### config.mk
export PLATFORM = sky130hd
export DESIGN_NAME = dwp_regfile
export DESIGN_NICKNAME = d
export VERILOG_FILES = /design/src/rtl/dwp_regfile_pkg.sv /design/src/rtl/dwp_wdec.sv /design/src/rtl/dwp_rdmux.sv /design/src/rtl/dwp_cell.sv /design/src/rtl/dwp_regfile.sv
export SDC_FILE = /design/constraint.sdc
export NUM_CORES = 1
export LEC_CHECK = 0
export BUFFER_PORTS_ARGS = -buffer_cell sky130_fd_sc_hd__buf_2
export CAP_MARGIN = 5
export CORE_MARGIN = 5
export CORE_UTILIZATION = 45
export DETAILED_ROUTE_END_ITERATION = 10
export PLACE_DENSITY = 0.66
export REMOVE_ABC_BUFFERS = 1
export SKIP_LAST_GASP = 1
export SYNTH_ARGS = -nofsm -noshare
export SYNTH_HDL_FRONTEND = slang
export SYNTH_SLANG_ARGS = --single-unit
### constraint.sdc
create_clock -name clk -period 1.85 [get_ports clk]
set_clock_uncertainty 0.1 [all_clocks]
set_input_delay 0.37 -clock clk [delete_from_list [all_inputs] [get_ports clk]]
set_output_delay 0.37 -clock clk [all_outputs]
set_load 0.02 [all_outputs]
### src/rtl/dwp_regfile_pkg.sv
// Shared sizing for the dual-write register file.
// Assumes NREGS is a power of two.
package dwp_regfile_pkg;
    localparam int unsigned NREGS = 8;
    localparam int unsigned DW    = 16;
    localparam int unsigned AW    = $clog2(NREGS);
endpackage

### src/rtl/dwp_wdec.sv
// Write address decoder: gives a one-hot load vector when enabled and all zeros otherwise.
// Assumes addr < N.
module dwp_wdec #(
    parameter int unsigned N  = 8,
    parameter int unsigned AW = $clog2(N)
) (
    input  logic          en,
    input  logic [AW-1:0] addr,
    output logic [N-1:0]  sel
);
    // Decode the address into one load line, gated by the port enable.
    always_comb begin
        sel = '0;
        for (int i = 0; i < N; i++) begin
            if (en && (addr == AW'(i))) sel[i] = 1'b1;
        end
    end

    // with the enable low, no load line may be active.
    always_comb begin
        assert_off_quiet_R6: assert (en || sel == '0);
        assert_onehot_R2: assert ($onehot0(sel));
    end
endmodule

### src/rtl/dwp_rdmux.sv
// Combinational read selector over the flattened register array.
// Assumes addr < N.
module dwp_rdmux #(
    parameter int unsigned N  = 8,
    parameter int unsigned DW = 16,
    parameter int unsigned AW = $clog2(N)
) (
    input  logic [N*DW-1:0] regs_flat,
    input  logic [AW-1:0]   addr,
    output logic [DW-1:0]   data
);
    // Select one register slice by address.
    always_comb begin
        data = '0;
        for (int i = 0; i < N; i++) begin
            if (addr == AW'(i)) data = regs_flat[i*DW +: DW];
        end
    end
endmodule

### src/rtl/dwp_cell.sv
// One storage register with its port selector: port A data has priority whenever port A selects this register.
// Assumes a synchronous active-low reset.
module dwp_cell #(
    parameter int unsigned DW = 16
) (
    input  logic          clk,
    input  logic          rst_n,
    input  logic          ld_a,
    input  logic          ld_b,
    input  logic [DW-1:0] da,
    input  logic [DW-1:0] db,
    output logic [DW-1:0] q
);
    logic [DW-1:0] d_sel;

    // The data selector picks port A when A loads this register, and port B otherwise.
    always_comb d_sel = ld_a ? da : db;

    // Load-enabled edge-triggered storage with synchronous clear.
    always_ff @(posedge clk) begin
        if (!rst_n)             q <= '0;
        else if (ld_a || ld_b)  q <= d_sel;
    end

    assert_clear_R1: assert property (@(posedge clk) !rst_n |=> q == '0);
    assert_prio_R4: assert property (@(posedge clk) disable iff (!rst_n)
        (ld_a && ld_b) |=> q == $past(da));
    assert_b_only_R3: assert property (@(posedge clk) disable iff (!rst_n)
        (!ld_a && ld_b) |=> q == $past(db));
    assert_hold_R8: assert property (@(posedge clk) disable iff (!rst_n)
        (!ld_a && !ld_b) |=> $stable(q));
endmodule

### src/rtl/dwp_regfile.sv
// Top: register file with two write ports (A beats B on a collision) and two combinational read ports.
// Assumes synchronous active-low reset and in-range addresses.
module dwp_regfile
    import dwp_regfile_pkg::*;
#(
    parameter int unsigned N_REG  = NREGS,
    parameter int unsigned D_W    = DW,
    parameter int unsigned A_W    = $clog2(N_REG)
) (
    input  logic           clk,
    input  logic           rst_n,
    input  logic           wa_en,
    input  logic [A_W-1:0] wa_addr,
    input  logic [D_W-1:0] wa_data,
    input  logic           wb_en,
    input  logic [A_W-1:0] wb_addr,
    input  logic [D_W-1:0] wb_data,
    input  logic [A_W-1:0] rd0_addr,
    output logic [D_W-1:0] rd0_data,
    input  logic [A_W-1:0] rd1_addr,
    output logic [D_W-1:0] rd1_data
);
    logic [N_REG-1:0]     sel_a, sel_b;
    logic [N_REG*D_W-1:0] regs_flat;

    dwp_wdec #(.N(N_REG), .AW(A_W)) u_dec_a (.en(wa_en), .addr(wa_addr), .sel(sel_a));
    dwp_wdec #(.N(N_REG), .AW(A_W)) u_dec_b (.en(wb_en), .addr(wb_addr), .sel(sel_b));

    for (genvar g = 0; g < N_REG; g++) begin : g_cell
        dwp_cell #(.DW(D_W)) u_cell (
            .clk   (clk),
            .rst_n (rst_n),
            .ld_a  (sel_a[g]),
            .ld_b  (sel_b[g]),
            .da    (wa_data),
            .db    (wb_data),
            .q     (regs_flat[g*D_W +: D_W])
        );
    end

    dwp_rdmux #(.N(N_REG), .DW(D_W), .AW(A_W)) u_rd0 (
        .regs_flat(regs_flat), .addr(rd0_addr), .data(rd0_data));
    dwp_rdmux #(.N(N_REG), .DW(D_W), .AW(A_W)) u_rd1 (
        .regs_flat(regs_flat), .addr(rd1_addr), .data(rd1_data));

    // a port A write is seen on a read port of the same address one cycle later.
    assert_a_write_R2: assert property (@(posedge clk) disable iff (!rst_n)
        (wa_en && rd0_addr == wa_addr) ##1 (rd0_addr == $past(wa_addr)) |-> rd0_data == $past(wa_data));
    // writes to different addresses both land.
    assert_dual_R5: assert property (@(posedge clk) disable iff (!rst_n)
        (wa_en && wb_en && wa_addr != wb_addr && rd1_addr == wb_addr) ##1 (rd1_addr == $past(wb_addr))
        |-> rd1_data == $past(wb_data));
endmodule

==> results.toml <==
[die]
coreArea_sq_um = 18600
initial_core_util = 0.454
dieArea_sq_um = 21700
die_height_microns = 147
num_io_pins = 80
fp-row-count = 50
dieWidth_microns = 147

[finish]
layout-drive-gt1-share = 0.429
nets = 925
final_cell_count_no_fill = 1123
fillers = 1572
post-route-util = 0.570
largest_reg_flops = 128
synthToLayoutAreaGrowth_pct = 25.5
regMostFlops = "g_cell.u_cell.q"
finalInstanceArea_sq_um = 10600
largestRegisters = "g_cell.u_cell.q (128)"
multiInputGateArea_sq_um = 5380
ff_latch_area_sq_um = 2670

[route]
totalWireLength_mm = 26.4
drc = 0
routedWlPerCell_microns = 23.5
vias = 6883
drtIter0Drc = 502
ant_nets = 0
vias_per_cell = 6.13
first_pass_iters = 5

[global_route]
grt_first_pass_wirelength_mm = 40.3
grtUsageMet3 = 0.0410
grt_util_met1 = 0.324
grt_max_degree = 60
grt_pass1_vias = 6766
track_usage = 0.241
antenna_found_initial = 0
met2_usage = 0.401
grt.busiest_layer = "met2"
grt_overflow = 0

[clock_tree]
htree_levels = 4
cts_buffers = 17
hold_buffers = 0
clock_sinks = 128
root_buffer = "clkbuf_16"
path_clk_slew_ps = 60
clock_tree.buffer_depth = 2
clock_latency_ps = 420
tritoncts = "yes"

[sta]
setup_viol = 32
min_period_over_period = 1.15
finalHoldViolations = 0
fin_setup_tns_ps = -6950
max_freq_mhz = 471
rsz0062_at_grt = "true"
slew_viol_final = 0
worst_slack_ps = -272
relSlewSlack = 0.806
min_period_ps = 2120
worstMarginPinSlew_ps = 291

[critical_path]
crit_arrival_ps = 1650
worstPathMaxFanout = 3
critical_path_class = "register to output pin"
crit_path_start_kind = "register"
cp-end-kind = "output pin"
required_ps = 1380

[status]
outcome = "finished, violations left"
violations = "setup timing"

[power]
powerDensity_nw_per_um2 = 743
ir_drop_mv = 0.715
leakagePower_nw = 6.07

[synthesis]
seq_area_frac_synth = 0.302
ys_top_cells_by_area = "dfxtp_1 (30%), mux2i_1 (18%), o211a_1 (15%)"
synthDistinctLibCells = 36
syn_area_per_cell_sq_um = 10.5
yosys.area.top_type = "dfxtp_1"
ys_ff_latch = 128
synth_area_sq_um = 8470
synth_cells = 804
yosysWarnings = 0
synth_top_area_frac = 0.302

[placement]
place_hpwl_mm = 14.6
gp_congestion = 0.811
port-buffer-count = 79
placedCellCount = 1064
place_area_sq_um = 9240

[min_path]
min_path_type = "primary input to register"

[run]
drv_cap = 0
-- report_power, final --
group | switching (W) | internal, W | total [W]
clock network | 0.00122 | 0.00206 | 0.00328
registers | 0.000108 | 0.00292 | 0.00303
logic | 0.000787 | 0.000813 | 0.00160
total | 0.00211 | 0.00579 | 0.00790
-- worst max-delay path, cell delays in order, from the launching register on --
cell     delay, ps
dfxtp_2        330
mux4_2         450
mux2_4         300
buf_6          140
-- per-stage QoR --
| step | power (W) | hold WS (ps) | worst slack [ps] |
|---|---|---|---|
| floorplan | 0.00375 | 403 | -626 |
| global placement | 0.00435 | 498 | -339 |
| detailed placement | 0.00438 | 508 | -336 |
| CTS | 0.00788 | 190 | -282 |
| global route | 0.00818 | 212 | -311 |
| finish | 0.00790 | 210 | -272 |
-- metal layers --
layer  wire, microns  up-vias  share of wire
met1           11500     3453           0.44
met4             363        0          0.014
li1                -     3148              -
met2           13000      247           0.49
met3            1520       35          0.057
met5               0        -              0
-- path summary, 6_finish.rpt --
path              slack [ps]                                start  cells past startpoint                                  end
setup / recovery        -270  g_cell[0].u_cell.q[10]$_SDFFE_PN0P_                      3                         rd1_data[10]
setup reg to reg         730  g_cell[3].u_cell.q[15]$_SDFFE_PN0P_                      4  g_cell[3].u_cell.q[15]$_SDFFE_PN0P_
hold / removal           210                          wa_data[11]                      2  g_cell[0].u_cell.q[11]$_SDFFE_PN0P_
hold reg to reg          510   g_cell[7].u_cell.q[4]$_SDFFE_PN0P_                      3   g_cell[7].u_cell.q[4]$_SDFFE_PN0P_
-- timing repair --
action | 4_1_cts | 5_1_grt
buffers inserted | 20 | 2
pin swaps | 12 | 6
gates cloned | 5 | 1
resized for setup | 220 | 26
setup endpoints to repair | 32 | 32
-- logic make-up after synthesis --
logic type | count (synthesis) | synth area share
compound gates | 184 | 0.198
buf+inv | 112 | 0.0795
flops | 128 | 0.302
mux | 223 | 0.340
simple gates | 157 | 0.0798
-- cell usage in the layout, fill, tap and decap left out, types with 2 or more instances in the layout --
cell / instances
mux2_2: 3
buf_12: 25
clkbuf_8: 3
o21a_1: 10
mux2i_1: 149
nand2_1: 134
dfxtp_2: 86
mux4_2: 42
nand4b_1: 3
o211a_1: 128
buf_6: 35
clkbuf_16: 18
nand3_1: 4
a21o_1: 9
nor2_1: 3
buf_4: 57
a2bb2oi_1: 9
a21oi_1: 2
clkinv_2: 5
bufinv_16: 2
o21ai_0: 2
nor2b_1: 3
a21oi_2: 10
a22oi_2: 9
and4bb_2: 3
buf_16: 6
clkbuf_1: 3
dfxtp_1: 42
buf_2: 42
mux2_4: 29
-- area by class of cell --
type                    count  share of cell area
well taps                 234              0.0275
flip-flops and latches    128               0.251
multi-input cells         564               0.506
diodes                      1            0.000235
repair buffers            166               0.162
clock inverters             7             0.00800
clock buffers              23              0.0450
-- Yosys cell counts, drive strengths merged --
master	number
mux2i	149
nand2	134
dfxtp	128
o211a	128
buf	72
mux4	42
clkbuf	40
mux2	32
a21oi	12
o21a	10
a21o	9
a22oi	9
a2bb2oi	9
nand3	4
nor2b	4
and4bb	3
nand4b	3
nor2	3
o21ai	3
nand2b	2
nand4	2
a32oi	1
and2	1
nor4b	1
o211ai	1
o221ai	1
o22ai	1
Power figures use the tool's default switching activity.
